--- config.mk ---
export PLATFORM = sky130hd
export DESIGN_NAME = lin_cks_unit
export DESIGN_NICKNAME = d
export VERILOG_FILES = /design/src/rtl/lin_cks_pkg.sv /design/src/rtl/lin_cks_mode.sv /design/src/rtl/lin_cks_acc.sv /design/src/rtl/lin_cks_cmp.sv /design/src/rtl/lin_cks_unit.sv
export SDC_FILE = /design/constraint.sdc
export NUM_CORES = 1
export LEC_CHECK = 0
export BUFFER_PORTS_ARGS = -buffer_cell sky130_fd_sc_hd__buf_2
export CORE_UTILIZATION = 53
export DETAILED_ROUTE_END_ITERATION = 10
export GPL_ROUTABILITY_DRIVEN = 0
export PLACE_DENSITY_LB_ADDON = 0.08
export SLEW_MARGIN = 20
export SYNTH_ARGS = -nofsm -noshare
export SYNTH_HDL_FRONTEND = slang
export SYNTH_HIERARCHICAL = 1
export SYNTH_SLANG_ARGS = --single-unit
export TNS_END_PERCENT = 20
--- constraint.sdc ---
create_clock -name clk_i -period 3.95 [get_ports clk_i]
set_input_delay 1.185 -clock clk_i [delete_from_list [all_inputs] [get_ports clk_i]]
set_output_delay 1.185 -clock clk_i [all_outputs]
set_load 0.02 [all_outputs]
--- src/rtl/lin_cks_pkg.sv ---
package lin_cks_pkg;
  localparam int unsigned BYTE_W = 8;
  typedef logic [BYTE_W-1:0] byte_t;

  // 8-bit add, carry out of bit 7 added back into bit 0
  function automatic byte_t fold_add(input byte_t a, input byte_t b);
    logic [BYTE_W:0] s;
    s = {1'b0, a} + {1'b0, b};
    return s[BYTE_W-1:0] + {{(BYTE_W-1){1'b0}}, s[BYTE_W]};
  endfunction
endpackage

--- src/rtl/lin_cks_mode.sv ---
module lin_cks_mode
  import lin_cks_pkg::*;
#(
  parameter int unsigned ID_W    = 6,
  parameter logic [5:0]  DIAG_LO = 6'h3C,
  parameter logic [5:0]  DIAG_HI = 6'h3D
) (
  input  byte_t pid_i,
  input  logic  enh_i,
  output logic  enh_eff_o
);
  logic [ID_W-1:0] frame_id;
  logic            force_classic;

  assign frame_id      = pid_i[ID_W-1:0];
  assign force_classic = (frame_id == DIAG_LO[ID_W-1:0]) || (frame_id == DIAG_HI[ID_W-1:0]);
  assign enh_eff_o     = enh_i && !force_classic;
endmodule

--- src/rtl/lin_cks_acc.sv ---
module lin_cks_acc
  import lin_cks_pkg::*;
#(
  parameter int unsigned MAX_BYTES = 8
) (
  input  logic  clk_i,
  input  logic  rst_ni,
  input  logic  sof_i,
  input  byte_t pid_i,
  input  logic  enh_eff_i,
  input  logic  data_vld_i,
  input  byte_t data_i,
  output byte_t acc_o
);
  localparam int unsigned CNT_W = $clog2(MAX_BYTES + 1);
  localparam logic [CNT_W-1:0] MAX_CNT = CNT_W'(MAX_BYTES);

  byte_t            acc_q;
  logic [CNT_W-1:0] cnt_q;

  always_ff @(posedge clk_i or negedge rst_ni) begin
    if (!rst_ni) begin
      acc_q <= '0;
      cnt_q <= '0;
    end else if (sof_i) begin
      acc_q <= enh_eff_i ? pid_i : '0;
      cnt_q <= '0;
    end else if (data_vld_i && (cnt_q < MAX_CNT)) begin
      acc_q <= fold_add(acc_q, data_i);
      cnt_q <= cnt_q + 1'b1;
    end
  end

  assign acc_o = acc_q;

  a_r6_cnt_bound: assert property (@(posedge clk_i) disable iff (!rst_ni)
    cnt_q <= MAX_CNT);

  a_r6_full_holds: assert property (@(posedge clk_i) disable iff (!rst_ni)
    (!sof_i && cnt_q == MAX_CNT) |=> $stable(acc_q));
endmodule

--- src/rtl/lin_cks_cmp.sv ---
module lin_cks_cmp
  import lin_cks_pkg::*;
(
  input  logic  clk_i,
  input  logic  rst_ni,
  input  logic  chk_take_i,
  input  byte_t acc_i,
  input  byte_t chk_i,
  output logic  ok_o,
  output logic  err_o
);
  logic match;
  assign match = (fold_add(acc_i, chk_i) == '1);

  always_ff @(posedge clk_i or negedge rst_ni) begin
    if (!rst_ni) begin
      ok_o  <= 1'b0;
      err_o <= 1'b0;
    end else begin
      ok_o  <= chk_take_i && match;
      err_o <= chk_take_i && !match;
    end
  end

  a_r7_one_hot: assert property (@(posedge clk_i) disable iff (!rst_ni)
    $onehot0({ok_o, err_o}));

  a_r7_take_reports: assert property (@(posedge clk_i) disable iff (!rst_ni)
    chk_take_i |=> (ok_o || err_o));
endmodule

--- src/rtl/lin_cks_unit.sv ---
module lin_cks_unit
  import lin_cks_pkg::*;
#(
  parameter int unsigned MAX_BYTES = 8,
  parameter int unsigned ID_W      = 6
) (
  input  logic       clk_i,
  input  logic       rst_ni,
  input  logic       sof_i,
  input  logic [7:0] pid_i,
  input  logic       enh_i,
  input  logic       data_vld_i,
  input  logic [7:0] data_i,
  input  logic       chk_vld_i,
  input  logic [7:0] chk_i,
  output logic [7:0] tx_chk_o,
  output logic       chk_ok_o,
  output logic       chk_err_o
);
  logic  enh_eff;
  logic  chk_take;
  byte_t acc;

  assign chk_take = chk_vld_i && !sof_i && !data_vld_i;

  lin_cks_mode #(.ID_W(ID_W)) u_mode (
    .pid_i     (pid_i),
    .enh_i     (enh_i),
    .enh_eff_o (enh_eff)
  );

  lin_cks_acc #(.MAX_BYTES(MAX_BYTES)) u_acc (
    .clk_i      (clk_i),
    .rst_ni     (rst_ni),
    .sof_i      (sof_i),
    .pid_i      (pid_i),
    .enh_eff_i  (enh_eff),
    .data_vld_i (data_vld_i),
    .data_i     (data_i),
    .acc_o      (acc)
  );

  lin_cks_cmp u_cmp (
    .clk_i      (clk_i),
    .rst_ni     (rst_ni),
    .chk_take_i (chk_take),
    .acc_i      (acc),
    .chk_i      (chk_i),
    .ok_o       (chk_ok_o),
    .err_o      (chk_err_o)
  );

  assign tx_chk_o = ~acc;

  a_r2_classic_clear: assert property (@(posedge clk_i) disable iff (!rst_ni)
    (sof_i && !enh_i) |=> (tx_chk_o == 8'hFF));

  a_r4_diag_classic: assert property (@(posedge clk_i) disable iff (!rst_ni)
    (sof_i && (pid_i[5:0] == 6'h3C || pid_i[5:0] == 6'h3D)) |=> (tx_chk_o == 8'hFF));

  a_r8_chk_keeps_sum: assert property (@(posedge clk_i) disable iff (!rst_ni)
    (chk_vld_i && !sof_i && !data_vld_i) |=> $stable(tx_chk_o));

  a_r9_no_pulse_on_loss: assert property (@(posedge clk_i) disable iff (!rst_ni)
    (sof_i || data_vld_i) |=> !(chk_ok_o || chk_err_o));
endmodule

==> results.md <==
- Status: completed
- Peak VDD IR: 0.4084 mV
- Max Fclk: 263.9 MHz
- Vias in the first global route: 1471
- Total power: 1.127 mW
- Synth area leaders: dfrtp_1 22%, ha_1 17%, a21oi_1 5.4%
- Setup violations, final: 0
- I/O pin count: 40
- Crit. End Element: flop
- # nets final: 284
- IO Port Bufs: 39
- Hold Slack: 514.5 ps
- Worst slew pin tran: 567.6 ps
- Seq cells post-synth: 14
- PD cells: 604.2 nW/um2
- Die Area: 3194 um2
- Synthesis Warnings: 6
- Die H: 56.52 um
- Total wire length: 3.485 mm
- Switch share: 49.16%
- Remaining DRCs: 0
- Diode count: 0
- CTS tree: built
- Num CTS Buffers: 3
- FP Rows: 19
- Antenna violations before repair: 0
- DP Wirelength: 2.971 mm
- Crit path max fanout: 2
- Syn Nets: 240
- Starting DRT DRC Count: 52
- P_sw: 0.5541 mW
- Sequential share of the synthesized area: 22.24%
- Unrepaired setup endpoints after global routing: false
- Synth Cell Area: 1575 um2
- Logic pwr share: 71.2%
- Core Region: 2781 um2
- Sink Count: 14
- Grt ovf: 0
- CTS Buffer Depth: 2
- CP arrival: 4000 ps
- Async set-or-reset flop fraction in the synthesized netlist: 100.0%
- Post-synth EDFFs: 0
- Register share of total power: 19.9%
- Synth cell types: 45
- Cells after Synth: 187
- P_int: 0.5730 mW
- Clock power share: 8.8%
- Hold buffers post-CTS: 0
- CP required: 4170 ps
- Synth area leader: dfrtp_1
- Max H-tree Level: 1
- Most frequent cell after synthesis: ha_1
- Mapped Avg Cell Area: 8.424 um2
- First-pass GRT wire length: 6.216 mm
- Via density: 5.525
- Fin crit share: 95.92%
- Remaining antenna violation count: 0
- Starting density of the core: 56.64%
- Vias: 1442
- Maxcap violations: 0
- Share of layout cells above drive strength 1: 25.65%
- Clock root cell: clkbuf_4
- Die width: 56.52 um
- Gr usage total: 24.11%
- Worst Setup Start Kind: input port
- HP Class: reg2reg
- Leak: 0.9077 nW
- Initial DRT Pass Iterations: 4
- Critical Setup Path Class: in2reg
- Clock Pin Slew Worst Setup and Hold Paths: 80 ps
- Worst slew margin: 62.02%
- Fin Clk Skew: 3.845 ps
- Hold Violations, Final: 0
- Largest net degree at the start of global routing: 15
- WL per Instance: 13.35 um
- Top cells by count, synth: 21 x ha_1, 17 x a21oi_1, 17 x nor2_1, 15 x inv_1
- Min Tclk post-route: 3789 ps
- Share of the synthesized area in the top cell type: 22.24%
- Final Max Slew Viols: 0
- Main flop type after synthesis: dfrtp_1
- Area growth, synth to finish: 18.43%
- Clk Latency, worst-skew pair: 270 ps
## registers in the layout, indices dropped and copies added, names as in the netlist
signal	cells
u_acc/acc_o	8
u_acc/cnt_q	4
u_cmp/err_o	1
u_cmp/ok_o	1
## cells by family (layout without fill, tap and decap cells)
logic type | after synthesis | after routing | share of synthesized area [%]
flops | 14 | 14 | 22.24
xor+xnor | 14 | 14 | 8.261
buf+inv | 19 | 62 | 4.527
compound gates | 48 | 48 | 20.89
mux | 2 | 2 | 1.350
fa+ha+maj | 23 | 23 | 19.22
simple gates | 67 | 67 | 23.51
## power groups by stage
stage	clock (mW)	combinational, mW	sequential (mW)
after detailed placement	0	0.782	0.230
final	0.0996	0.803	0.225
after CTS	0.103	0.788	0.227
after global placement	0	0.761	0.226
after global routing	0.107	0.900	0.232
after floorplan	0	0.610	0.210
## layout make-up
cell class                      instances  area [um2]
Inverter                               16       60.06
Timing Repair Buffer                   42       217.7
Sequential cell                        14       350.3
Clock buffer                            4       36.28
Tap cell                               31       38.79
Multi-Input combinational cell        154        1162
Fill cell                             235       915.9
## worst paths after layout
path,cells past startpoint,startpoint,slack [ps],endpoint
setup / recovery,17,chk_i[0],160,u_cmp/ok_o
hold / removal,2,u_acc/cnt_q[3],510,u_acc/cnt_q[3]
setup reg to reg,16,u_acc/acc_o[0],740,u_cmp/ok_o
hold reg to reg,2,u_acc/cnt_q[3],510,u_acc/cnt_q[3]
max in group asynchronous,1,rst_ni,2920,u_acc/cnt_q[2]
min in group asynchronous,1,rst_ni,790,u_cmp/ok_o
## cell usage in the layout (no fill, tap or decap), drive strengths merged, types with 2 or more instances in the layout
master and count:
buf 42, ha 21, nor2 18, a21oi 17, inv 16, nand2 14, dfrtp 14, o21ai 11
xor2 9, nand3 6, xnor2 5, nor3 4, nand4 4, clkbuf 4, nor3b 3, and2 3
nor2b 3, a22oi 3, or3 3, o21a 3, or2 3, and3 2, nor4 2, a2111oi 2
a31oi 2, fa 2
## routing by layer
metal	share of wire, %	GRT usage (%)	vias up
met4	0	2.091	0
met3	2.8	2.995	0
met5	0	0	-
li1	-	-	758
met2	48	42.52	31
met1	49	32.75	653
## critical path, cell delays in order
cell and delay [ps]:
buf_2 100, ha_1 200, inv_1 70, fa_1 190
nor2b_1 50, o21a_1 180, o21ai_1 170, a21boi_0 120
o211ai_1 160, nand2_1 80, ha_1 210, ha_1 270
nand2_1 50, a2111oi_2 320, nand3_1 170, nor4_4 300
and2_1 160
## per-stage QoR
step           util, %  cells  worst slack [ps]  cell area (um2)  setup TNS [ps]
3_3_place_gp     65.45    257            -26.26             1821          -29.73
3_5_place_dp     65.45    257            -216.5             1821          -413.4
6_report         67.07    261             161.2             1866               0
4_1_cts          66.76    261             60.03             1857               0
2_1_floorplan        -    187             223.4             1575               0
5_1_grt          67.07    261             29.67             1866               0
## what timing repair did
item                                    in CTS  in global routing
endpoints found under the setup margin       0                  2
resized for setup                            0                  2
hold endpoints to repair                     0                  0
buffers inserted                             0                  0
Power figures use the tool's default switching activity.
